**src/rtl/burst_pkg.sv**
```systemverilog
package burst_pkg;
    localparam int CNT_W = 2;

    typedef logic [CNT_W-1:0] beat_t;

    typedef enum logic {
        ORD_LINEAR     = 1'b0,
        ORD_INTERLEAVE = 1'b1
    } order_e;

    typedef struct packed {
        logic load;
        logic step;
    } beat_ctl_t;

    function automatic beat_t map_beat(beat_t base, beat_t cnt, order_e ord);
        beat_t r;
        if (ord == ORD_INTERLEAVE) r = base ^ cnt;
        else                       r = base + cnt;
        return r;
    endfunction
endpackage

```
**src/rtl/burst_base_reg.sv**
```systemverilog
module burst_base_reg
    import burst_pkg::*;
#(
    parameter int ADDR_W = 18
) (
    input  logic              clk,
    input  logic              rst,
    input  beat_ctl_t         ctl,
    input  logic [ADDR_W-1:0] addr_in,
    output logic [ADDR_W-1:0] base_q
);
    always_ff @(posedge clk) begin
        if (rst)           base_q <= '0;
        else if (ctl.load) base_q <= addr_in;
    end
endmodule

```
**src/rtl/burst_beat_ctr.sv**
```systemverilog
module burst_beat_ctr
    import burst_pkg::*;
(
    input  logic      clk,
    input  logic      rst,
    input  beat_ctl_t ctl,
    output beat_t     cnt_q,
    output logic      last
);
    always_ff @(posedge clk) begin
        if (rst)           cnt_q <= '0;
        else if (ctl.load) cnt_q <= '0;
        else if (ctl.step) cnt_q <= cnt_q + beat_t'(1);
    end

    assign last = (cnt_q == '1);
endmodule

```
**src/rtl/burst_beat_map.sv**
```systemverilog
module burst_beat_map
    import burst_pkg::*;
#(
    parameter int ADDR_W = 18
) (
    input  logic [ADDR_W-1:0] base,
    input  beat_t             cnt,
    input  order_e            ord,
    output logic [ADDR_W-1:0] addr
);
    localparam int UP_W = ADDR_W - CNT_W;

    generate
        if (UP_W > 0) begin : g_upper
            assign addr[ADDR_W-1:CNT_W] = base[ADDR_W-1:CNT_W];
        end
    endgenerate

    assign addr[CNT_W-1:0] = map_beat(base[CNT_W-1:0], cnt, ord);
endmodule

```
**src/rtl/burst_addr_gen.sv**
```systemverilog
module burst_addr_gen
    import burst_pkg::*;
#(
    parameter int ADDR_W = 18
) (
    input  logic              clk,
    input  logic              rst,
    input  logic              strobe_a,
    input  logic              strobe_b,
    input  logic              advance,
    input  logic              order_il,
    input  logic [ADDR_W-1:0] addr_in,
    output logic [ADDR_W-1:0] addr_out,
    output logic [CNT_W-1:0]  burst_pos,
    output logic              burst_last
);
    beat_ctl_t         ctl;
    logic [ADDR_W-1:0] base_q;
    beat_t             cnt_q;

    assign ctl.load = strobe_a | strobe_b;
    assign ctl.step = advance;

    burst_base_reg #(.ADDR_W(ADDR_W)) u_base (
        .clk(clk), .rst(rst), .ctl(ctl), .addr_in(addr_in), .base_q(base_q)
    );

    burst_beat_ctr u_ctr (
        .clk(clk), .rst(rst), .ctl(ctl), .cnt_q(cnt_q), .last(burst_last)
    );

    burst_beat_map #(.ADDR_W(ADDR_W)) u_map (
        .base(base_q), .cnt(cnt_q), .ord(order_e'(order_il)), .addr(addr_out)
    );

    assign burst_pos = cnt_q;
endmodule

```
**config.mk**
```make
export PLATFORM = sky130hd
export DESIGN_NAME = burst_addr_gen
export DESIGN_NICKNAME = d
export VERILOG_FILES = /design/src/rtl/burst_pkg.sv /design/src/rtl/burst_base_reg.sv /design/src/rtl/burst_beat_ctr.sv /design/src/rtl/burst_beat_map.sv /design/src/rtl/burst_addr_gen.sv
export SDC_FILE = /design/constraint.sdc
export NUM_CORES = 1
export LEC_CHECK = 0
export ABC_AREA = 1
export ABC_CLOCK_PERIOD_IN_PS = 1000
export BUFFER_PORTS_ARGS = -buffer_cell sky130_fd_sc_hd__buf_4
export CORE_MARGIN = 2
export CORE_UTILIZATION = 40
export CTS_CLUSTER_SIZE = 12
export DETAILED_ROUTE_END_ITERATION = 7
export GPL_ROUTABILITY_DRIVEN = 1
export PLACE_DENSITY_LB_ADDON = 0.12
export SLEW_MARGIN = 20
export SYNTH_ARGS = -nofsm -noshare
export SYNTH_HDL_FRONTEND = slang
export SYNTH_SLANG_ARGS = --single-unit
```
**constraint.sdc**
```tcl
create_clock -name clk -period 1 [get_ports clk]
set_clock_uncertainty 0.1 [all_clocks]
set_input_delay 0.2 -clock clk [delete_from_list [all_inputs] [get_ports clk]]
set_output_delay 0.2 -clock clk [all_outputs]
set_load 0.005 [all_outputs]
```
==> reports/results.md <==
| Quantity | Reported | Unit |
|---|---|---|
| IO buf count | 44 | - |
| Peak supply drop | 0.6978 | mV |
| Switching Share | 24.33 | % |
| Endpoint arrival time on the critical path | 1.19 | ns |
| Antenna violations before repair | 0 | - |
| Fraction of power consumed by sequential logic | 51.9 | % |
| Net switching power | 0.0004192 | W |
| Routability congestion estimate from global placement | 0.5956 | - |
| End of the worst register-to-register path | u_ctr.cnt_q[1]$_SDFFE_PP0P_ | - |
| Library cells used by synthesis | 20 | - |
| Data required time at the worst endpoint | 0.70 | ns |
| Residual overflow from global routing | 0 | - |
| Average routed wire per standard cell | 10.98 | microns |
| GRT Overall Usage | 15.90 | % |
| Worst setup margin | -0.4883 | ns |
| Area growth, synth to finish | 46.31 | % |
| Portion of synthesized cell area occupied by the leading cell type | 41.40 | % |
| Number of synthesis warnings | 0 | - |
| Routing usage on met3 | 2.260 | % |
| Global-route wire length before repair | 3249 | microns |
| Net count of the finished layout | 180 | - |
| Critical hold path startpoint | addr_in[5] | - |
| Startpoint-to-endpoint class of the critical path | reg2out | - |
| Layout Utilization | 62.76 | % |
| CTS H-Tree Depth | 1 | - |
| Internal Pwr Total | 0.001304 | W |
| HPWL after detailed placement | 1375 | microns |
| Setup_tns | -2.481 | ns |
| Hold Crit Class | in2reg | - |
| Max incr delay on CP | 0.37 | ns |
| # placed instances | 175 | - |
| Gate count after technology mapping | 121 | - |
| Clock tree from TritonCTS | yes | - |
| R2R setup slack | -0.10 | ns |
| Number of detailed-route iterations in the first pass | 4 | - |
| Largest cells by area after synthesis | dfxtp_1 41%, buf_4 13%, nor3_1 9.3%, nor2_1 8.5%, o21ai_0 4.7% | - |
| Result of the run | finished, violations left | - |
| Endpoint type of the worst setup path | primary output | - |
| Most used DFF post-synth | dfxtp_1 | - |
| Power density cells | 1218 | mW/mm^2 |
| Worst slack, placed | -0.1710 | ns |
| Share of flip-flops with an asynchronous set or reset | 0 | % |
| Flip-flop and latch count after synthesis | 20 | - |
| First-iteration detailed-routing DRC count | 11 | - |
| Register cell area after layout | 429.2 | sq um |
| Clock sink count | 20 | - |
| Post-DR vias/cell | 4.691 | - |
| Part of the power in the clock network | 26.9 | % |
| DRC Markers | 0 | - |
| Fin crit period | 1.488 | ns |
| Final Hold Slack | 0.02669 | ns |
| Maximum achievable frequency | 0.6719 | GHz |
| Cts bufs inserted | 3 | - |
| Cell type contributing the most total cell area after synthesis | dfxtp_1 | - |
| Cell Chain, Critical Path | ha_4 -> inv_2 -> nor2_1 -> nand3_1 -> nand2_1 -> inv_1 -> buf_6 | - |
| Setup repair after global routing missed its margin | yes | - |
| Number of hold buffers added after CTS | 0 | - |
| Failing checks | negative setup slack | - |
| Launching element type of the critical path | register | - |
| Starting Density | 42.90 | % |
| End point of the worst hold path | u_base.base_q[5]$_SDFFE_PP0P_ | - |
| Area of the multi-input gates | 405.4 | sq um |
| Most crowded layer after global routing | met2 | - |
| Mean instance size in the synthesized netlist | 7.993 | sq um |
| Number of cells on the worst reg-to-reg path | 4 | - |
| Worst slew margin | 81.02 | % |
| Crit Path Max Fanout | 2 | - |
| Met1 layer usage reported by global route | 18.40 | % |
| Vertical die dimension | 53.17 | microns |
| Number of failing setup endpoints in the final timing report | 22 | - |
| Met2 usage in global routing | 27.71 | % |
| Number of synthesized flops with an enable pin | 0 | - |
| Cell Count, Final, Fillers Out | 181 | - |
| Total I/O pin count | 45 | - |
| Max Cap Violations | 0 | - |
| Final critical-path share of the clock period | 148.8 | % |
| Combinational share of power | 21.1 | % |
| DRT antenna net count | 0 | - |
| Leakage power figure | 0.6536 | nW |
| X dimension of the die | 53.17 | microns |
| Total nets after synthesis | 147 | - |
| Leading cell types in the layout, fill and taps excluded | 28 x buf_4, 22 x nor2_1, 21 x buf_6, 18 x nor3_1, 17 x dfxtp_2 | - |
| Number of inserted filler cells in the final layout | 200 | - |
| Cell area after synthesis | 967.2 | sq um |
| Final routed wirelength across all metal layers | 1987 | microns |
| Latest clock arrival within the worst-skew pair | 0.29 | ns |
| Share of post-route cells with drive strength above 1 | 53.59 | % |
| Number of max-slew violations in the final report | 0 | - |
| Floorplan die area | 0.002827 | sq mm |
| Total number of placement rows | 17 | - |
| DR vias | 849 | - |
| Hold Vio Cnt, Final | 0 | - |
| Core Footprint | 0.002255 | sq mm |
| Most frequent standard cell in the layout excluding fill and tap cells | buf_4 | - |
| Family of cells with the greatest summed delay on the critical path | flip-flops | - |
| CP Buf/Inv Count | 3 | - |
| Reg2Reg Launch Point | u_ctr.cnt_q[0]$_SDFFE_PP0P_ | - |
| Seq/Total Area, Yosys | 41.40 | % |
| Clock tree buffer depth | 2 | - |
| Antenna cell count | 0 | - |
| Hold Path Stages | 3 | - |
| CP max stage cell | dfxtp_4 | - |
| Number of global-route vias before repair | 745 | - |
| Slew @ Worst Pin | 0.2847 | ns |
| Clock root buffer master | clkbuf_4 | - |
| Largest net degree at the start of global routing | 20 | - |
| Clock slew seen by the registers of the worst setup and hold paths | 0.11 | ns |
-- repair_timing --
item,in CTS,in global routing
gates cloned,0,0
setup buffers,1,1
pin swaps,1,2
gates resized for setup,44,0
endpoints found under the setup margin,22,23
-- worst reg2reg max path: stages, from the launching register on --
cell	delay, ns
dfxtp_4	0.37
buf_4	0.14
ha_4	0.23
a21oi_2	0.12
nor2_1	0.05
-- metal layers --
layer	wire [microns]	vias to the layer above
met3	132	2
li1	-	445
met2	994	26
met1	843	376
met5	0	-
met4	16	0
-- logic make-up after synthesis --
family	Yosys count	synth area share (%)
and+or+nand+nor	50	24.45
xor gates and xnor gates	1	0.9057
AOI/OAI and AO/OA	19	10.22
buffers and inverters	29	20.44
adders and majority gates	2	2.587
DFF	20	41.40
-- metrics by stage --
stage | total power, W | cell area (sq um)
final | 0.001723 | 1415
after global routing | 0.001840 | 1415
after CTS | 0.001736 | 1408
after detailed placement | 0.001219 | 1237
after global placement | 0.001213 | 1237
after floorplan | 0.001100 | 984.7
-- power by group through the flow --
stage | Combinational (W) | Clock [W] | Sequential, W
6_report | 0.000364 | 0.000464 | 0.000895
2_1_floorplan | 0.000208 | 0 | 0.000892
5_1_grt | 0.000401 | 0.000537 | 0.000902
3_5_place_dp | 0.000319 | 0 | 0.000900
4_1_cts | 0.000363 | 0.000477 | 0.000896
3_3_place_gp | 0.000316 | 0 | 0.000897
-- synthesized netlist by cell type, types with 2 or more instances --
library cell   n
nor3_1        18
ha_1           2
buf_2          2
nand2_1        6
o21ai_0        9
nor2_1        22
nand3_1        2
inv_1          6
o21ai_1        8
dfxtp_1       20
buf_4         17
-- flip-flops by register name (all words and copies together) (netlist names) --
signal and cells:
u_base.base_q 18, u_ctr.cnt_q 2
-- how the worst max path moves through the flow --
stage	start	to	slack, ns	cells after the start
after detailed placement	u_base.base_q[0]$_SDFFE_PP0P_	addr_out[1]	-0.17	7
after global placement	u_ctr.cnt_q[0]$_SDFFE_PP0P_	addr_out[1]	-0.13	7
after global routing	u_ctr.cnt_q[0]$_SDFFE_PP0P_	addr_out[1]	-0.58	7
final	u_ctr.cnt_q[0]$_SDFFE_PP0P_	addr_out[1]	-0.49	7
after CTS	u_base.base_q[0]$_SDFFE_PP0P_	addr_out[1]	-0.51	7
after floorplan	u_ctr.cnt_q[0]$_SDFFE_PP0P_	addr_out[1]	-0.03	6
-- area by class of cell --
class	instances	area share, %
clock buffer	4	2.564
inverter	6	1.592
multi-input combinational	72	28.65
sequential	20	30.33
tap	28	2.476
timing repair buffer	51	34.39
(Power assumes the default switching activity.)
